--- src/rtl/card_csr_pkg.sv ---
package card_csr_pkg;
  localparam int CH_NUM   = 2;
  localparam int CH_BYTES = 8;
  localparam int DATA_W   = 8;
  localparam int OFS_W    = $clog2(CH_BYTES);
  localparam int ADDR_W   = $clog2(CH_NUM * CH_BYTES);
  localparam int CH_SEL_W = ADDR_W - OFS_W;

  localparam logic [OFS_W-1:0] OFS_CTRL = OFS_W'(0);
  localparam logic [OFS_W-1:0] OFS_FLAG = OFS_W'(1);

  // control byte layout
  localparam int BIT_RUN = 0;
  localparam int BIT_MEM = 1;
  localparam int BIT_IEN = 2;
  localparam int BIT_WDT = 3;

  typedef struct packed {
    logic              ctrlWr;   // control byte written
    logic              runDrop;  // run bit goes 1 -> 0 on this write
    logic [CH_NUM-1:0] flagClr;  // write-1 acknowledge per channel
  } csrStrobe_t;
endpackage

--- src/rtl/card_csr_decode.sv ---
module card_csr_decode
  import card_csr_pkg::*;
(
  input  logic              hostWr,
  input  logic [ADDR_W-1:0] hostAddr,
  input  logic [DATA_W-1:0] hostWdata,
  input  logic              runBit,
  output csrStrobe_t        strobe
);
  logic [OFS_W-1:0]    ofs;
  logic [CH_SEL_W-1:0] chSel;
  logic                unusedWdata;

  assign ofs         = hostAddr[OFS_W-1:0];
  assign chSel       = hostAddr[ADDR_W-1:OFS_W];
  assign unusedWdata = ^hostWdata[DATA_W-1:BIT_IEN+1];

  always_comb begin
    strobe.ctrlWr  = hostWr && (ofs == OFS_CTRL);
    strobe.runDrop = hostWr && (ofs == OFS_CTRL) && runBit && !hostWdata[BIT_RUN];
    for (int ch = 0; ch < CH_NUM; ch++) begin
      strobe.flagClr[ch] = hostWr && (ofs == OFS_FLAG) &&
                           (chSel == CH_SEL_W'(ch)) && hostWdata[0];
    end
  end
endmodule

--- src/rtl/card_csr_rst_timer.sv ---
module card_csr_rst_timer #(
  parameter int unsigned MIN_LOW_CYC = 5000
) (
  input  logic clk,
  input  logic rstN,
  input  logic restart,
  output logic lowDone
);
  localparam int CNT_W = $clog2(MIN_LOW_CYC + 1);
  localparam logic [CNT_W-1:0] CNT_MAX = CNT_W'(MIN_LOW_CYC);

  logic [CNT_W-1:0] lowCnt;

  always_ff @(posedge clk or negedge rstN) begin
    if (!rstN) begin
      lowCnt <= '0;
    end else if (restart) begin
      lowCnt <= '0;
    end else if (lowCnt != CNT_MAX) begin
      lowCnt <= lowCnt + 1'b1;
    end
  end

  assign lowDone = (lowCnt == CNT_MAX);
endmodule

--- src/rtl/card_csr_regs.sv ---
module card_csr_regs
  import card_csr_pkg::*;
(
  input  logic              clk,
  input  logic              rstN,
  input  csrStrobe_t        strobe,
  input  logic [BIT_IEN:0]  ctrlIn,
  input  logic [ADDR_W-1:0] rdAddr,
  input  logic              wdTimeout,
  input  logic [CH_NUM-1:0] cardIrq,
  input  logic              lowDone,
  output logic              runBit,
  output logic              memEn,
  output logic              irqEn,
  output logic [CH_NUM-1:0] flags,
  output logic              cpuRun,
  output logic              hostIrq,
  output logic [DATA_W-1:0] rdData
);
  logic                wdLatched;
  logic                timeoutFlag;
  logic [OFS_W-1:0]    ofs;
  logic [CH_SEL_W-1:0] chSel;

  always_ff @(posedge clk or negedge rstN) begin
    if (!rstN) begin
      runBit <= 1'b0;
      memEn  <= 1'b0;
      irqEn  <= 1'b0;
    end else if (strobe.ctrlWr) begin
      runBit <= ctrlIn[BIT_RUN];
      memEn  <= ctrlIn[BIT_MEM];
      irqEn  <= ctrlIn[BIT_IEN];
    end
  end

  // sticky timeout, released only by dropping run
  always_ff @(posedge clk or negedge rstN) begin
    if (!rstN) begin
      wdLatched <= 1'b0;
    end else if (!runBit || strobe.runDrop) begin
      wdLatched <= 1'b0;
    end else if (wdTimeout) begin
      wdLatched <= 1'b1;
    end
  end

  // per-channel flags: card set beats host clear
  for (genvar ch = 0; ch < CH_NUM; ch++) begin : g_flag
    always_ff @(posedge clk or negedge rstN) begin
      if (!rstN) begin
        flags[ch] <= 1'b0;
      end else begin
        flags[ch] <= cardIrq[ch] | (flags[ch] & ~strobe.flagClr[ch]);
      end
    end
  end

  assign cpuRun      = runBit & lowDone & ~wdLatched;
  assign timeoutFlag = wdLatched | (runBit & ~lowDone);
  assign hostIrq     = irqEn & (|flags);

  assign ofs   = rdAddr[OFS_W-1:0];
  assign chSel = rdAddr[ADDR_W-1:OFS_W];

  always_comb begin
    rdData = '0;
    case (ofs)
      OFS_CTRL: begin
        rdData[BIT_RUN] = runBit;
        rdData[BIT_MEM] = memEn;
        rdData[BIT_IEN] = irqEn;
        rdData[BIT_WDT] = timeoutFlag;
      end
      OFS_FLAG: rdData[0] = flags[chSel];
      default:  rdData = '0;
    endcase
  end
endmodule

--- src/rtl/card_host_csr.sv ---
module card_host_csr
  import card_csr_pkg::*;
#(
  parameter int unsigned CLK_KHZ    = 100000,
  parameter int unsigned MIN_LOW_US = 50
) (
  input  logic              clk,
  input  logic              rstN,
  input  logic              hostWr,
  input  logic [ADDR_W-1:0] hostAddr,
  input  logic [DATA_W-1:0] hostWdata,
  output logic [DATA_W-1:0] hostRdata,
  output logic              cpuRun,
  output logic              ledForceRed,
  input  logic              wdTimeout,
  output logic              memDecodeEn,
  input  logic [CH_NUM-1:0] cardIrq,
  output logic              hostIrq
);
  localparam int unsigned MIN_LOW_RAW = (CLK_KHZ * MIN_LOW_US + 999) / 1000;
  localparam int unsigned MIN_LOW_CYC = (MIN_LOW_RAW < 1) ? 1 : MIN_LOW_RAW;

  csrStrobe_t        strobe;
  logic              runBit;
  logic              memEn;
  logic              irqEn;
  logic              lowDone;
  logic [CH_NUM-1:0] flags;

  card_csr_decode u_decode (
    .hostWr    (hostWr),
    .hostAddr  (hostAddr),
    .hostWdata (hostWdata),
    .runBit    (runBit),
    .strobe    (strobe)
  );

  card_csr_rst_timer #(.MIN_LOW_CYC(MIN_LOW_CYC)) u_timer (
    .clk     (clk),
    .rstN    (rstN),
    .restart (strobe.runDrop),
    .lowDone (lowDone)
  );

  card_csr_regs u_regs (
    .clk       (clk),
    .rstN      (rstN),
    .strobe    (strobe),
    .ctrlIn    (hostWdata[BIT_IEN:0]),
    .rdAddr    (hostAddr),
    .wdTimeout (wdTimeout),
    .cardIrq   (cardIrq),
    .lowDone   (lowDone),
    .runBit    (runBit),
    .memEn     (memEn),
    .irqEn     (irqEn),
    .flags     (flags),
    .cpuRun    (cpuRun),
    .hostIrq   (hostIrq),
    .rdData    (hostRdata)
  );

  assign ledForceRed = ~cpuRun;
  assign memDecodeEn = memEn;
endmodule

--- config.mk ---
export PLATFORM = sky130hd
export DESIGN_NAME = card_host_csr
export DESIGN_NICKNAME = d
export VERILOG_FILES = /design/src/rtl/card_csr_pkg.sv /design/src/rtl/card_csr_decode.sv /design/src/rtl/card_csr_rst_timer.sv /design/src/rtl/card_csr_regs.sv /design/src/rtl/card_host_csr.sv
export SDC_FILE = /design/constraint.sdc
export NUM_CORES = 1
export LEC_CHECK = 0
export BUFFER_PORTS_ARGS = -buffer_cell sky130_fd_sc_hd__buf_2
export CORE_MARGIN = 1.5
export CORE_UTILIZATION = 23
export CTS_CLUSTER_DIAMETER = 150
export CTS_CLUSTER_SIZE = 30
export DETAILED_ROUTE_END_ITERATION = 10
export PLACE_DENSITY_LB_ADDON = 0.2
export SLEW_MARGIN = 0
export SYNTH_ARGS = -nofsm -noshare
export SYNTH_HDL_FRONTEND = slang
export SYNTH_HIERARCHICAL = 1
export SYNTH_SLANG_ARGS = --single-unit
--- constraint.sdc ---
create_clock -name clk -period 2.3 [get_ports clk]
set_input_delay 0.115 -clock clk [delete_from_list [all_inputs] [get_ports clk]]
set_output_delay 0.115 -clock clk [all_outputs]
set_load 0.02 [all_outputs]
Yosys cells after proc, flatten, opt, wreduce, memory -nomap -nowiden
Index checks and enable logic that the tools add are counted.
{"block": "word_totals", "regBits": 19, "input_bits": 18, "elab_cells": 50}
{"block": "op_classes", "add_sub_neg": 1, "n_lt_le_gt_ge": 1, "n_eq_ne": 3, "mux": 8, "n_bitwise": 15, "reduce_logical": 15}
{"operator": "two-way mux 13 bit", "n": 2}
{"operator": "adder 13 x 1 -> 13 bit (second input constant)", "n": 1}
{"operator": "== test 13 bit (second input constant)", "n": 1}
{"operator": "inequality test 13 bit (second input constant)", "n": 1}
{"operator": "logical AND 1 bit", "n": 8}
{"operator": "AND 1 bit", "n": 6}
{"operator": "NOT 1 bit", "n": 6}
{"operator": "two-way mux 1 bit", "n": 4}
{"operator": "nonzero test 2 bit", "n": 2}
{"operator": "== test 3 x 1 -> 1 bit (second input constant)", "n": 1}
{"operator": "logical NOT 3 bit", "n": 1}
{"operator": "two-way mux 3 bit", "n": 1}
{"operator": "OR 1 bit", "n": 3}
{"operator": "logical NOT 1 bit", "n": 2}
{"operator": "less-than comparator 1 x 2 -> 1 bit (second input constant)", "n": 1}
{"operator": "case mux 1 bit (2 select lines)", "n": 1}
{"operator": "OR reduction 2 bit", "n": 1}
{"operator": "logical OR 1 bit", "n": 1}

Depth between registers and ports, before layout
Gate-level depths: netlist of the first run.
{"block": "depth", "depth_word": 7, "depth_mapped": 8, "mapped_depth_nobuf": 7}

Cells and area by module
The synthesis of the first run kept the hierarchy.
{"module": "card_csr_rst_timer", "instances": 1, "cells_each": 77, "area_each_um2": 719.4}
{"module": "card_csr_regs", "instances": 1, "cells_each": 31, "area_each_um2": 326.6}
{"module": "card_csr_decode", "instances": 1, "cells_each": 7, "area_each_um2": 47.5}
{"module": "card_host_csr", "instances": 1, "cells_each": 1, "area_each_um2": 3.8}

Worst setup path before layout of the first run
No wires, ideal clock.
{"block": "synth_path", "path_kind": "register to output", "from": "register u_timer.lowCnt[0]", "to": "output port ledForceRed", "t_arrival_ns": 1.917, "t_required_ns": 2.185, "path_slack_ns": 0.268, "path_stages_with_launch": 9, "cell_sequence": "dfrtp_1 -> inv_1 -> ha_1 -> or4b_1 -> clkbuf_1 -> nor3_1 -> nand2_1 -> nor2_1 -> inv_1"}
{"block": "synth_between", "elab_chain_cells": 4}
{"element": "start: declaration", "line_no": "card_csr_rst_timer.sv:12", "text": "logic [CNT_W-1:0] lowCnt;"}
{"element": "start signal: assignment", "line_no": "card_csr_rst_timer.sv:20", "text": "lowCnt <= lowCnt + 1'b1;"}
{"element": "== test 13 bit", "line_no": "card_csr_rst_timer.sv:24", "text": "assign lowDone = (lowCnt == CNT_MAX);"}
{"element": "net lowDone", "line_no": "card_host_csr.sv:27", "text": "logic lowDone;"}
{"element": "AND 1 bit (2 in a row)", "line_no": "card_csr_regs.sv:59", "text": "assign cpuRun = runBit & lowDone & ~wdLatched;"}
{"element": "net cpuRun", "line_no": "card_host_csr.sv:13", "text": "output logic cpuRun,"}
{"element": "NOT 1 bit", "line_no": "card_host_csr.sv:63", "text": "assign ledForceRed = ~cpuRun;"}
{"element": "end: declaration", "line_no": "card_host_csr.sv:14", "text": "output logic ledForceRed,"}
The timed path passes the listed nets, and every way through them passes these cells.

Worst setup path after layout of the first run
{"block": "layout_path", "from": "register u_timer.lowCnt[6]", "to": "output port ledForceRed"}
{"block": "layout_between", "elab_chain_cells": 4}
{"element": "== test 13 bit", "line_no": "card_csr_rst_timer.sv:24"}
{"element": "net lowDone", "line_no": "card_host_csr.sv:27"}
{"element": "AND 1 bit (2 in a row)", "line_no": "card_csr_regs.sv:59"}
{"element": "NOT 1 bit", "line_no": "card_host_csr.sv:63"}
The timed path passes the listed nets, and every way through them passes these cells.

==> metrics.txt, run 1 <==
CP Class=reg2out; final max-slew violation count=0; total of max-cap violations=0; area of all sequential standard cells=about 480 sq um; RSZ-0062 raised after global routing=no; Max rail drop VDD=0.000362 V; final period demand of the worst path=2.14 ns; cell area after placement=~1200 sq um; CP max stage delay=~0.67 ns; family with the most delay on the worst path=simple AND/OR/NAND/NOR gates; DRC errors left=0; fill cell total of the finished layout=roughly 460; Core Region=about 4500 sq um; # placed instances=roughly 190; average instance area after synthesis=approximately 9.5 sq um; via count of the first global-routing pass=941; Clock Sinks=19; sequential-to-total area share from yosys stat=43.3%; master of the slowest instance on the critical path=sky130_fd_sc_hd__or4b_1; number of vias after detailed routing=roughly 920; power per unit of standard cell area=between 800 and 900 nW/um^2; TritonCTS clock tree=done; Clock Latency Late Sink=0.26 ns; synthesized netlist cell count=116; Final ANT Viol Nets=0; root buf cell=sky130_fd_sc_hd__clkbuf_8; share of cells above drive strength 1=roughly 27%; result of the run=finished, final reports clean; starting utilization of the core area=between 20 and 25%; antenna cell count=0; setup TNS after final layout=0 ns; Post-layout nets=~160; Die Outline Area=between 5000 and 6000 sq um; DR vias/cell=slightly below 5; Lkg Pwr=between 0.5 and 0.6 nW; number of placement rows=24; Buf+Inv Stages, Crit Path=2; Yosys warning count=6; worst-path fanout max=6; IO Pins=30; FMAX=~0.47 GHz; Final Routed Wirelength=approximately 2400 um; post-layout instance area=1300 sq um; CP Cell Sequence=or4b_1 > nor3_2 > nand2_1 > nor2_1 > inv_1 > buf_2; PnR Total Power=about 0.0011 W; RD Place Congestion=approximately 0.76; buffers from clock root to sink, at most=2; Area growth, synth to finish=18.8%; largest clock skew in the final design=0.000790 ns; data arrival time of the critical path=just over 2 ns; pin count of the biggest net entering global routing=20; port bufs=20; post-synth cell types=35; post-synthesis cell area=~1100 sq um; First DRT Iteration DRCs=24; Final Hold Viols=0; Worst EP required=2.18 ns; die outline height=~70 um; final period utilization=92.9%; aggregate global routing overflow=0; level count of the clock H-tree=1; drt first pass iters=6; final routed wire length divided by cell count=12.6 um; die width=between 70 and 80 um; final standard cell count with taps included and fillers excluded=190; global-route usage over all layers=just over 10%; Num CTS Buffers=3; kind of capture point of the worst setup path=primary output; Hold Slack=0.0416 ns; HPWL after detailed placement=between 1500 and 2000 um; final setup violation count=0; total area of multi-input combinational cells=approximately 570 sq um; kind of launch point of the worst setup path=flop; clock-pin transition on the worst setup and hold timing paths=around 0.07 ns; initial antenna violation count=0; Yosys reg bits=19; type of the most critical hold path=in2reg; wire length of the first global-routing pass=4240 um
registers in the layout, indices dropped and copies added (netlist names):
register	cells
u_timer/lowCnt	13
u_regs/memEn	1
u_regs/irqEn	1
u_regs/wdLatched	1
u_regs/runBit	1
u_regs/flags	2
synthesized netlist by cell type, drive strengths merged:
cell / count / area (sq um)
nor3b: 1 / 7.51
or4b: 2 / 20.0
dfrtp: 19 / 475
ha: 2 / 25.0
nand4: 2 / 12.5
o31a: 2 / 17.5
o21ai: 3 / 15.0
nand2: 5 / 18.8
or4: 2 / 15.0
nor2: 11 / 41.3
xor2: 2 / 17.5
mux2i: 1 / 10.0
buf: 5 / 35.0
a21oi: 6 / 30.0
nand2b: 1 / 6.26
or3: 3 / 20.0
a2111oi: 1 / 15.0
or3b: 1 / 11.3
nand3: 6 / 30.0
o21a: 2 / 15.0
clkbuf: 2 / 7.51
o21ba: 1 / 10.0
nor3: 4 / 20.0
o31ai: 2 / 15.0
nor2b: 3 / 18.8
conb: 1 / 3.75
nor4b: 1 / 15.0
mux2: 6 / 67.6
a21o: 2 / 15.0
o311ai: 1 / 8.76
nor4: 5 / 31.3
inv: 9 / 33.8
and2: 2 / 12.5
timing repair:
action | CTS | global route
setup buffers | 0 | 0
endpoints found under the setup margin | 0 | 3
hold buffers | 1 | 0
resized for setup | 0 | 2
endpoints found under the hold margin | 19 | 0
stage by stage:
stage          setup WS [ns]  util [%]
5_1_grt               0.0219      29.1
3_3_place_gp           0.337      27.7
2_1_floorplan          0.268         -
3_5_place_dp           0.319      27.7
4_1_cts               0.0102      28.9
6_report               0.162      29.1
worst paths after layout:
path	start	to	slack (ns)	depth (start not counted)
max in group asynchronous	rstN	u_regs/memEn	1.67	2
worst min-delay path	cardIrq[0]	u_regs/flags[0]	0.04	2
worst max-delay path	u_timer/lowCnt[6]	ledForceRed	0.16	6
min in group asynchronous	rstN	u_timer/lowCnt[8]	0.32	2
worst min register to register	u_regs/flags[0]	u_regs/flags[0]	0.51	1
worst max register to register	u_timer/lowCnt[0]	u_timer/lowCnt[12]	0.57	4
layer usage:
| metal | vias up | wire length (um) | GRT usage (%) |
|---|---|---|---|
| met5 | - | 0 | 0 |
| li1 | 450 | - | - |
| met2 | 30 | 1090 | 17.3 |
| met3 | 0 | 157 | 3.19 |
| met1 | 438 | 1140 | 12.7 |
| met4 | 0 | 0 | 1.89 |
layout make-up:
| type | instances | area share [%] |
|---|---|---|
| clock inverters | 1 | 0.384 |
| repair buffers | 22 | 9.02 |
| flip-flops and latches | 19 | 36.5 |
| multi-input cells | 84 | 43.4 |
| inverters | 9 | 2.59 |
| clock buffers | 3 | 3.17 |
| well taps | 52 | 4.99 |
power breakdown:
part           switching [W]  internal [W]
logic               0.000155      0.000135
clock network       0.000116      0.000121
registers           0.000108      0.000423
total               0.000380      0.000678
cells by family after synthesis:
kind of cell / count (synthesis) / share of synthesized area, %
simple gates: 49 / 25.5
compound gates: 20 / 12.9
flops: 19 / 43.3
fa+ha+maj: 2 / 2.28
xor+xnor: 2 / 1.60
other cells: 1 / 0.342
mux: 7 / 7.07
buf+inv: 16 / 6.96
cells in the final DEF, fill, tap and decap left out, types with 3 or more instances in the layout:
| cell | count |
|---|---|
| sky130_fd_sc_hd__buf_2 | 20 |
| sky130_fd_sc_hd__dfrtp_1 | 19 |
| sky130_fd_sc_hd__nor2_1 | 11 |
| sky130_fd_sc_hd__inv_1 | 9 |
| sky130_fd_sc_hd__nand3_1 | 6 |
| sky130_fd_sc_hd__mux2_2 | 6 |
| sky130_fd_sc_hd__a21oi_1 | 6 |
| sky130_fd_sc_hd__nand2_1 | 5 |
| sky130_fd_sc_hd__nor4_1 | 5 |
| sky130_fd_sc_hd__conb_1 | 4 |
| sky130_fd_sc_hd__clkbuf_8 | 3 |
| sky130_fd_sc_hd__nor3_1 | 3 |
| sky130_fd_sc_hd__nor2b_1 | 3 |
| sky130_fd_sc_hd__o21ai_0 | 3 |
Note: power is estimated with default switching activity, not from simulation.
==> inputs of run 2 (changes only) <==
--- a/config.mk
+++ b/config.mk
@@ -6,12 +6,14 @@
 export NUM_CORES = 1
 export LEC_CHECK = 0
 export BUFFER_PORTS_ARGS = -buffer_cell sky130_fd_sc_hd__buf_2
+export CAP_MARGIN = 5
 export CORE_MARGIN = 1.5
 export CORE_UTILIZATION = 23
 export CTS_CLUSTER_DIAMETER = 150
 export CTS_CLUSTER_SIZE = 30
 export DETAILED_ROUTE_END_ITERATION = 10
 export PLACE_DENSITY_LB_ADDON = 0.2
+export REMOVE_ABC_BUFFERS = 1
 export SLEW_MARGIN = 0
 export SYNTH_ARGS = -nofsm -noshare
 export SYNTH_HDL_FRONTEND = slang
==> metrics.txt, run 2 (synthesized netlist as in run 1, its figures left out) <==
met2 wire length=1120 um (was 1090 um); Final ANT Viol Nets=0 (unchanged); Area growth, synth to finish=18.7% (was 18.8%); RSZ-0062 raised after global routing=no (unchanged); reg-to-reg endpoint=u_timer/lowCnt[12] (unchanged); number of flip-flops in the largest register=13 (unchanged); result of the run=finished, final reports clean (unchanged); register with the most flip-flops=u_timer/lowCnt (unchanged); final period utilization=92.1% (was 92.9%); TritonCTS clock tree=done (unchanged); final core utilization=29.1% (about the same); global-route usage over all layers=9.64% (was 10.1%); Final Routed Wirelength=2260 um (was 2390 um); Num CTS Buffers=3 (unchanged); final setup violation count=0 (unchanged); endpoint with the worst hold slack=u_regs/flags[1] (was u_regs/flags[0]); IO Pins=30 (unchanged); power per unit of standard cell area=804 nW/um^2 (was 812 nW/um^2); worst-path fanout max=6 (unchanged); total met3 wirelength after detailed routing=49 um (was 157 um); Max rail drop VDD=0.000228 V (was 0.000362 V); reg2reg path depth=4 (unchanged); wire length of the first global-routing pass=4030 um (was 4240 um); cell area after placement=1240 sq um (unchanged); reg-to-reg setup timing slack=0.58 ns (was 0.57 ns); number of placement rows=24 (unchanged); Lkg Pwr=0.536 nW (was 0.539 nW); routed metal-1 wirelength=1060 um (was 1140 um); DR vias/cell=4.71 (was 4.83); RD Place Congestion=0.706 (was 0.756); level count of the clock H-tree=1 (unchanged); final routed wire length divided by cell count=11.9 um (was 12.6 um); die outline height=72.1 um (unchanged); Hold Slack=0.0485 ns (was 0.0416 ns); Top Registers=u_timer/lowCnt x13, u_regs/flags x2 (unchanged); PnR Total Power=0.00105 W (was 0.00106 W); number of vias after detailed routing=895 (was 918); Final Hold Viols=0 (unchanged); worst r2r src=u_timer/lowCnt[0] (unchanged); die width=72.1 um (unchanged); buffers from clock root to sink, at most=2 (unchanged); CP Class=reg2out (unchanged); Post-layout nets=159 (unchanged); data arrival time of the critical path=2.00 ns (was 2.02 ns); type of the most critical hold path=in2reg (unchanged); starting utilization of the core area=24.5% (unchanged); hold wc startpoint=cardIrq[1] (was cardIrq[0]); antenna cell count=0 (unchanged); DRC errors left=0 (unchanged); Die Outline Area=5190 sq um (unchanged); total of max-cap violations=0 (unchanged); First DRT Iteration DRCs=22 (was 24); share of cells above drive strength 1=26.1% (was 26.8%); kind of launch point of the worst setup path=flop (unchanged); port bufs=20 (unchanged); kind of capture point of the worst setup path=primary output (unchanged); final period demand of the worst path=2.12 ns (was 2.14 ns); largest clock skew in the final design=0.00563 ns (was 0.000790 ns); initial antenna violation count=0 (unchanged); post-CTS setup buffer count=0 (unchanged); FMAX=0.472 GHz (was 0.468 GHz); aggregate global routing overflow=0 (unchanged); clock-pin transition on the worst setup and hold timing paths=0.07 ns (about the same); post-layout instance area=1300 sq um (about the same); hold-critical path depth=2 (unchanged); commonest non-fill, non-tap cell in the layout=sky130_fd_sc_hd__buf_2 (unchanged); Clock Latency Late Sink=0.25 ns (was 0.26 ns); drt first pass iters=4 (was 6); via count of the first global-routing pass=907 (was 941); Clock Sinks=19 (unchanged); root buf cell=sky130_fd_sc_hd__clkbuf_8 (unchanged); Core Region=4470 sq um (unchanged); Worst EP required=2.18 ns (about the same); final max-slew violation count=0 (unchanged); pin count of the biggest net entering global routing=20 (unchanged); setup TNS after final layout=0 ns (unchanged); most used cells in the layout excluding fill and tap cells=20 x sky130_fd_sc_hd__buf_2, 19 x sky130_fd_sc_hd__dfrtp_1, 11 x sky130_fd_sc_hd__nor2_1 (unchanged); HPWL after detailed placement=1690 um (was 1670 um); top metal layer carrying routed signals=met4 (was met3)
run 2: changes by cell type in the layout (fill, tap and decap cells not counted), sizes merged:
cell    delta
clkbuf     +1
clkinv     -1
run 2: area by class of cell:
| type | instances | area (sq um) |
|---|---|---|
| tap | 52 | 65.1 |
| timing repair buffer | 22 | 118 |
| inverter | 9 | 33.8 |
| sequential | 19 | 475 |
| multi-input combinational | 84 | 566 |
| clock buffer | 4 | 45.0 |
| fill | 485 | 3170 |
run 2: worst max path at each step:
stage,startpoint,end,slack [ns],cells past startpoint
2_1_floorplan,u_timer/lowCnt[0],ledForceRed,0.30,7
3_3_place_gp,u_timer/lowCnt[0],ledForceRed,0.33,8
3_5_place_dp,u_timer/lowCnt[0],ledForceRed,0.33,8
4_1_cts,u_timer/lowCnt[0],ledForceRed,0.05,8
5_1_grt,u_timer/lowCnt[6],ledForceRed,0.07,6
6_report,u_timer/lowCnt[6],ledForceRed,0.18,6
run 2: timing repair:
action	4_1_cts	5_1_grt
endpoints found under the setup margin	0	3
endpoints found under the hold margin	19	0
hold buffers	1	0
resized for setup	0	2
run 2: report_power, final:
group	switching (W)	total [W]	internal (W)
clock network	0.000110	0.000233	0.000123
registers	0.000105	0.000528	0.000423
logic	0.000152	0.000286	0.000134
run 2: critical path, stage by stage (launching register included):
cell	delay [ns]
sky130_fd_sc_hd__dfrtp_1	0.43
sky130_fd_sc_hd__or4b_1	0.67
sky130_fd_sc_hd__nor3_2	0.27
sky130_fd_sc_hd__nand2_1	0.07
sky130_fd_sc_hd__nor2_1	0.11
sky130_fd_sc_hd__inv_1	0.05
sky130_fd_sc_hd__buf_2	0.15
run 2: metrics by stage:
step                      setup WS, ns  std cells
final                            0.181        190
after global routing            0.0659        190
after CTS                       0.0479        190
after detailed placement         0.334        185
after global placement           0.332        185
after floorplan                  0.299        112
run 2: metal layers:
layer | track usage, % | up-vias
li1 | - | 450
met1 | 12.8 | 424
met2 | 15.9 | 19
met3 | 0.833 | 2
met4 | 4.40 | 0
met5 | 0 | -
